**src/rtl/cpp_pkg.sv**
```systemverilog
package cpp_pkg;

    // Row selection code, formed as {a[i], b[i]}
    typedef enum logic [1:0] {
        SEL_ZERO  = 2'b00,
        SEL_MCAND = 2'b01,   // only b[i] set: take multiplicand slice
        SEL_MPLR  = 2'b10,   // only a[i] set: take multiplier slice
        SEL_SUM   = 2'b11    // both set: take operand-sum slice
    } cpp_sel_e;

    function automatic int unsigned tree_leaves(int unsigned n);
        int unsigned p;
        p = 1;
        while (p < n) p = p * 2;
        return p;
    endfunction

endpackage

```
**src/rtl/cpp_row.sv**
```systemverilog
module cpp_row
    import cpp_pkg::*;
#(
    parameter int unsigned N   = 8,
    parameter int unsigned IDX = 1
) (
    input  logic [N-1:0]   a,
    input  logic [N-1:0]   b,
    input  logic [N:0]     sum_ab,
    output logic [2*N-1:0] row
);
    localparam int unsigned PW = 2 * N;

    generate
        if (IDX == 0) begin : g_first
            // Row 0 has no lower slices; its only content is the diagonal bit.
            assign row = '0;
        end else begin : g_rest
            localparam int unsigned CW = IDX + 1;
            cpp_sel_e        sel;
            logic [CW-1:0]   cand;

            always_comb begin
                sel = cpp_sel_e'({a[IDX], b[IDX]});
                unique case (sel)
                    SEL_ZERO:  cand = '0;
                    SEL_MPLR:  cand = {1'b0, b[IDX-1:0]};
                    SEL_MCAND: cand = {1'b0, a[IDX-1:0]};
                    SEL_SUM:   cand = sum_ab[IDX:0];
                    default:   cand = '0;
                endcase
                row = PW'(cand) << IDX;
            end

            // weighted row never reaches 2^(2i+1)
            always_comb begin
                assert_row_bound_R4: assert ((row >> (2 * IDX + 1)) == '0);
            end
        end
    endgenerate

endmodule

```
**src/rtl/cpp_reduce.sv**
```systemverilog
module cpp_reduce
    import cpp_pkg::*;
#(
    parameter int unsigned N = 8
) (
    input  logic [N-1:0][2*N-1:0] rows,
    input  logic [2*N-1:0]        diag,
    output logic [2*N-1:0]        total
);
    localparam int unsigned PW     = 2 * N;
    localparam int unsigned LEAVES = tree_leaves(N + 1);
    localparam int unsigned NODES  = 2 * LEAVES - 1;

    logic [PW-1:0] node [NODES];

    generate
        for (genvar k = 0; k < LEAVES; k++) begin : g_leaf
            if (k < N) begin : g_row
                assign node[LEAVES-1+k] = rows[k];
            end else if (k == N) begin : g_diag
                assign node[LEAVES-1+k] = diag;
            end else begin : g_pad
                assign node[LEAVES-1+k] = '0;
            end
        end
        for (genvar j = 0; j < LEAVES - 1; j++) begin : g_add
            assign node[j] = node[2*j+1] + node[2*j+2];
        end
    endgenerate

    assign total = node[0];

endmodule

```
**src/rtl/cpp_mult.sv**
```systemverilog
module cpp_mult
    import cpp_pkg::*;
#(
    parameter int unsigned N       = 8,
    parameter bit          REG_OUT = 1'b1
) (
    input  logic           clk,
    input  logic           rst_n,
    input  logic           in_valid,
    input  logic [N-1:0]   a,
    input  logic [N-1:0]   b,
    output logic [2*N-1:0] product,
    output logic           out_valid
);
    localparam int unsigned PW = 2 * N;

    logic [N:0]           sum_ab;
    logic [N-1:0][PW-1:0] rows;
    logic [PW-1:0]        diag;
    logic [PW-1:0]        product_c;

    // the single shared operand adder
    assign sum_ab = {1'b0, a} + {1'b0, b};

    // square terms at distinct even positions
    always_comb begin
        diag = '0;
        for (int i = 0; i < N; i++) begin
            diag[2*i] = a[i] & b[i];
        end
    end

    generate
        for (genvar i = 0; i < N; i++) begin : g_row
            cpp_row #(.N(N), .IDX(i)) u_row (
                .a      (a),
                .b      (b),
                .sum_ab (sum_ab),
                .row    (rows[i])
            );
        end
    endgenerate

    cpp_reduce #(.N(N)) u_reduce (
        .rows  (rows),
        .diag  (diag),
        .total (product_c)
    );

    generate
        if (REG_OUT) begin : g_reg
            always_ff @(posedge clk or negedge rst_n) begin
                if (!rst_n) begin
                    product   <= '0;
                    out_valid <= 1'b0;
                end else begin
                    out_valid <= in_valid;
                    if (in_valid) product <= product_c;
                end
            end

            assert_valid_follow_R6: assert property (@(posedge clk) disable iff (!rst_n)
                in_valid |=> out_valid);
            assert_valid_drop_R6: assert property (@(posedge clk) disable iff (!rst_n)
                !in_valid |=> !out_valid);
            assert_hold_R7: assert property (@(posedge clk) disable iff (!rst_n)
                !in_valid |=> $stable(product));
            assert_exact_R1: assert property (@(posedge clk) disable iff (!rst_n)
                in_valid |=> (product == PW'($past(a)) * PW'($past(b))));
            assert_zero_operand_R5: assert property (@(posedge clk) disable iff (!rst_n)
                (in_valid && (a == '0 || b == '0)) |=> (product == '0));
        end else begin : g_comb
            assign product   = product_c;
            assign out_valid = in_valid;
        end
    endgenerate

endmodule

```
**config.mk**
```make
export PLATFORM = sky130hd
export DESIGN_NAME = cpp_mult
export DESIGN_NICKNAME = d
export VERILOG_FILES = /design/src/rtl/cpp_pkg.sv /design/src/rtl/cpp_row.sv /design/src/rtl/cpp_reduce.sv /design/src/rtl/cpp_mult.sv
export SDC_FILE = /design/constraint.sdc
export NUM_CORES = 1
export LEC_CHECK = 0
export ABC_AREA = 1
export CELL_PAD_IN_SITES_DETAIL_PLACEMENT = 0
export CELL_PAD_IN_SITES_GLOBAL_PLACEMENT = 1
export CORE_MARGIN = 2
export CORE_UTILIZATION = 35
export CTS_CLUSTER_SIZE = 14
export DETAILED_ROUTE_END_ITERATION = 10
export MAX_ROUTING_LAYER = met4
export PLACE_DENSITY = 0.75
export SLEW_MARGIN = 30
export SYNTH_ARGS = -nofsm -noshare
export SYNTH_HDL_FRONTEND = slang
export SYNTH_SLANG_ARGS = --single-unit
```
**constraint.sdc**
```tcl
create_clock -name clk -period 1.8 [get_ports clk]
set_clock_uncertainty 0.2 [all_clocks]
set_input_delay 0.45 -clock clk [delete_from_list [all_inputs] [get_ports clk]]
set_output_delay 0.45 -clock clk [all_outputs]
set_load 0.02 [all_outputs]
```
Word-level counts from Yosys, hierarchy flattened
Cells that the tools add are included.

word-level totals
  logic and storage cells = 53
  input bits = 19
  output and inout port bits = 17
  flip-flop bits (word level) = 17

operators by class
  muxes and demuxes = 7
  reduce and logical (&&, ||, !) cells = 7
  bitwise logic cells = 8
  equal/unequal tests = 21
  add/subtract/negate cells = 8

operators by type and width
  cell                                                  number
  case mux 8 bit (4 select lines)                       1
  equality test 2 bit (second input constant)           14
  case mux 7 bit (4 select lines)                       1
  case mux 6 bit (4 select lines)                       1
  case mux 5 bit (4 select lines)                       1
  adder 12 x 16 -> 16 bit                               1
  adder 13 x 15 -> 16 bit                               1
  adder 16 x 15 -> 16 bit                               1
  adder 9 x 16 -> 16 bit                                1
  case mux 4 bit (4 select lines)                       1
  equality test 2 x 1 -> 1 bit (second input constant)  7
  logical NOT 2 bit                                     7
  adder 9 x 11 -> 12 bit                                1
  case mux 3 bit (4 select lines)                       1
  adder 3 x 8 -> 9 bit                                  1
  adder 5 x 7 -> 8 bit                                  1
  adder 8 bit                                           1
  bitwise AND 1 bit                                     8
  case mux 2 bit (4 select lines)                       1

Depth between registers and ports, before layout
Gate-level depths: netlist of the first run.

  word-level depth = 6
  mapped depth = 23
  gate-level depth less buffers = 23

Modules after synthesis
From an unflattened synthesis of the first run, not the netlist that was laid out.

second synthesis, totals
  cell total of the unflattened synthesis = 735
  area total of the unflattened synthesis = 5984.5 µm²

by module, submodules not included
  module                    instances  seq. area each (µm²)  area an instance (µm²)  cells each
  cpp_reduce                1          0.0                   3473.3                  396
  cpp_mult                  1          425.4                 1022.2                  95
  cpp_row (g_row[7].u_row)  1          0.0                   237.7                   42
  cpp_row (g_row[6].u_row)  1          0.0                   225.2                   39
  cpp_row (g_row[5].u_row)  1          0.0                   212.7                   36
  cpp_row (g_row[4].u_row)  1          0.0                   203.9                   33
  cpp_row (g_row[3].u_row)  1          0.0                   186.4                   30
  cpp_row (g_row[2].u_row)  1          0.0                   155.1                   25
  cpp_row (g_row[1].u_row)  1          0.0                   143.9                   22
  cpp_row (g_row[0].u_row)  1          0.0                   123.9                   17

Worst setup path before layout of the first run
Ideal clock, no wire load.

  path type = in2reg
  start point = input a[2]
  end point = register product[11]
  stages on the path = 20
  path buffers = 0
  required time = 1.474 ns
  setup slack = -2.491 ns
  library setup time = 0.126 ns
  arrival time = 3.964 ns
  cells stage by stage = inv_1 ha_1 a21oi_1 nand2_1 nand2_1 nand2_1 nor3b_1 fa_1 inv_1 fa_1 fa_1 fa_1 inv_1 nand3_1 nand3_1 nand2_1 nand2_1 nand2_1 nand2_1 o21ai_0

between the ends
  cells in the longest elaborated chain, start to end = 6
  elaborated cells between the ends (all ways) = 19
  those cells by class = add/sub: 8; eq/ne: 3; mux: 6; bitwise: 1; reduce/logical: 1

RTL lines
  item                                                             line              source
  from (decl)                                                      cpp_mult.sv:10    input logic [N-1:0] a,
  adder 8 bit, or another cell as far along                        cpp_mult.sv:23    assign sum_ab = {1'b0, a} + {1'b0, b};
  case mux 7 bit (4 select lines), or another cell as far along    cpp_row.sv:25     unique case (sel)
  adder 13 x 15 -> 16 bit, or another cell as far along            cpp_reduce.sv:27  assign node[j] = node[2*j+1] + node[2*j+2];
  adder 12 x 16 -> 16 bit or adder 3 x 8 -> 9 bit (tied branches)  cpp_reduce.sv:27
  adder 9 x 16 -> 16 bit                                           cpp_reduce.sv:27
  adder 16 x 15 -> 16 bit (*)                                      cpp_reduce.sv:27
  to (signal assigned)                                             cpp_mult.sv:58    if (in_valid) product <= product_c;
  to (decl)                                                        cpp_mult.sv:12    output logic [2*N-1:0] product,

Mark *: on every way between the ends. The rest lies on a longest branch, timed or not.
A chain may end at the register's enable or synchronous reset.

Worst setup path in the final report of the first run
  start point = input a[0]
  end point = register product[14]

between the ends
  elaborated cells between the ends (all ways) = 16
  those cells by class = add/sub: 8; mux: 7; bitwise: 1

RTL lines
  item                     line              source
  bitwise AND 1 bit        cpp_mult.sv:29    diag[2*i] = a[i] & b[i];
  named net diag[0]        cpp_mult.sv:19    logic [PW-1:0] diag;
  adder 16 x 15 -> 16 bit  cpp_reduce.sv:27

The timed path passes the listed nets, and every way through them passes these cells.

==> summary.txt, run 1 <==
Yosys
  – Sequential cell area fraction in the yosys report: about 14%
  – Distinct cell type count after synthesis: 20
  – Gate Count Post-Synth: approximately 440
  – Yosys top cell by area: ha_1
  – Dominant cells by area after synthesis: ha_1, nand2_1, dfrtp_1, fa_1, inv_1
  – Yosys Warn Count: 0
  – Mean Syn Cell Area: 6.85 sq um
  – Synth Register Bits: 17
  – Top-area cell type share of the netlist area: 23.9%
  – Syn nets: 530
  – Mapped Area: about 0.0030 sq mm

Floorplanning
  – Top-Level Pins: 36
  – DIE HEIGHT: 96.4 um
  – Core Rows: 33
  – Core area: roughly 0.0083 sq mm
  – Initial Util: 36.2%
  – Die X: between 90 and 100 um
  – Die area: 0.00929 sq mm

Job
  – Max Cap Viol: 0

Critical path
  – Setup CP Type: in2reg
  – WP data required: ~1.7 ns
  – Crit Path Max Fanout: 5
  – Worst EP arrival: approximately 4 ns
  – CP Launch Type: primary input
  – Critical Path End Type: register

Timing
  – WHS: between 0.2 and 0.3 ns
  – Worst setup margin: -2.31 ns
  – Tcrit/Tclk final: 228%
  – Worst slew pin tran: roughly 0.25 ns
  – Final count of hold timing violations: 0
  – F_max: approximately 240 MHz
  – Max-Slew Margin vs Limit: between 80% and 90%
  – Crit path time final: 4.11 ns
  – RSZ-0062 raised after global routing: true
  – Final setup viols: 14
  – Fin. max-slew vios: 0

Placement
  – I/O Buffers: 35
  – Place WS: -3.14 ns
  – HPWL Detailed: 7630 um
  – RePlAce Congestion: between 0.9 and 1

GRT
  – Initial antenna violation count: 0
  – GR Util All Layers: between 20% and 30%
  – First-pass GRT wire length: roughly 16000 um
  – Largest net degree at the start of global routing: 18
  – Vias in the first global route: ~3500
  – GR Overflow Total: 0

Clock tree
  – H-tree levels: 1
  – CTS buffer count: 3
  – TritonCTS clock tree: built
  – Root buffer cell: clkbuf_8
  – Worst skew pair latency: roughly 0.24 ns
  – Clk slew on worst S/H paths: around 0.060 ns
  – Cts hold-fix bufs: 0
  – Longest Clk Path Bufs: 2
  – CTS sink cnt: 17

Detailed routing
  – DRC viols: 0
  – Routed vias/inst: roughly 4.8
  – Antenna viol nets, final: 0
  – Drt pass-1 iters: 4
  – 1st-iter DRT viols: 150
  – Final wirelength: 9480 um
  – Drt wl/cell: approximately 13 um
  – Vias: between 3000 and 4000

Layout
  – Commonest non-fill, non-tap cell in the layout: nand2_1
  – ANT cells: 0
  – Area Growth Syn to Fin: 70.2%
  – Util after Layout: about three fifths
  – Filler cell count: around 760
  – Final net count: 698
  – Share of layout cells above drive strength 1: about two fifths
  – Most frequent cells in the layout: nand2_1, buf_4, inv_1, ha_1

Worst hold path
  – Hold Path Class: reg2reg

Outcome
  – Status: complete, but fails checks
  – Failing checks: setup timing

Power and ir drop
  – PD cells: approximately 730 mW/mm^2
  – Peak supply drop: between 300 and 400 uV
  – Static leakage: ~2.6 nW
## flip-flops by register name, summed over array words and instances, names as in the netlist
signal     count
out_valid      1
product       16
## worst max-delay path: stages
cell	delay (ns)
buf_8	0.08
ha_4	0.14
inv_4	0.04
fa_2	0.39
o21ai_4	0.24
xnor2_4	0.11
nor3b_2	0.23
fa_1	0.47
fa_1	0.56
fa_2	0.47
ha_4	0.34
nand2_4	0.08
inv_2	0.05
nand2_1	0.04
nand2_1	0.05
nand2_1	0.07
nand3_1	0.07
nand2_1	0.06
nand3_1	0.06
nand2_1	0.05
## synthesized netlist by cell type, drive strengths merged
cell type / number
or2: 1
o22ai: 13
nor3b: 2
a31o: 3
o21ai: 20
inv: 73
ha: 57
xnor2: 5
dfrtp: 17
nand3b: 3
nand2: 154
nand3: 25
fa: 18
nand4: 5
a21oi: 9
a31oi: 7
nor2: 20
clkbuf: 3
nor3: 1
## logic make-up after synthesis
kind of cell	synth area share, %
adders and majority gates	35.9
buffers and inverters	9.55
DFF	14.2
AOI/OAI and AO/OA	10.1
and+or+nand+nor	28.7
xor gates and xnor gates	1.47
## path summary, 6_finish.rpt
path | startpoint | end | slack (ns) | cells past startpoint
max in group asynchronous | rst_n | product[7] | 0.89 | 2
worst max-delay path | a[0] | product[14] | -2.31 | 20
min in group asynchronous | rst_n | out_valid | 0.33 | 2
worst min-delay path | product[14] | product[14] | 0.27 | 2
worst min register to register | product[14] | product[14] | 0.27 | 2
worst max register to register | product[1] | product[1] | 0.98 | 2
## what timing repair did
item | in CTS | in global routing
pin swaps | 39 | 51
endpoints found under the setup margin | 32 | 14
resized for setup | 100 | 61
setup buffers | 14 | 7
## power breakdown
part           switching (mW)  internal (mW)
clock network           0.118          0.157
logic                    1.49           1.39
registers              0.0535          0.505
total                    1.66           2.05
## cell type report
cell class	count	area [sq um]	area share (%)
inverter	73	285	5.61
timing repair buffer	166	1330	26.1
sequential	17	425	8.37
clock buffer	4	45.0	0.886
tap	105	131	2.58
multi-input combinational	343	2870	56.4
## through the flow
stage                     TNS [ns]  std cells  power (mW)  instance area [sq um]
after floorplan             -24.14        436        2.00                   3160
after global placement      -35.79        688        2.95                   4490
after detailed placement    -36.21        688        2.99                   4490
after CTS                   -25.95        705        3.39                   4830
after global routing        -27.52        708        4.07                   5080
final                       -25.77        708        3.72                   5080
## per-layer routing
layer / GRT usage, % / vias to the layer above / wire length, um / share of wire (%)
li1: - / 1736 / - / -
met4: 2.93 / 0 / 87 / 0.92
met1: 26.7 / 1621 / 4150 / 44
met5: - / - / 0 / 0
met3: 0.698 / 10 / 315 / 3.3
met2: 41.5 / 64 / 4920 / 52
Power figures use the tool's default switching activity.
==> run 2, diff against run 1 <==
--- a/config.mk
+++ b/config.mk
@@ -14,7 +14,7 @@
 export DETAILED_ROUTE_END_ITERATION = 10
 export MAX_ROUTING_LAYER = met4
 export PLACE_DENSITY = 0.75
-export SLEW_MARGIN = 30
+export SLEW_MARGIN = 20
 export SYNTH_ARGS = -nofsm -noshare
 export SYNTH_HDL_FRONTEND = slang
 export SYNTH_SLANG_ARGS = --single-unit
==> results of run 2 <==
No change in the layout: final DEF, timing and power equal those of run 1.
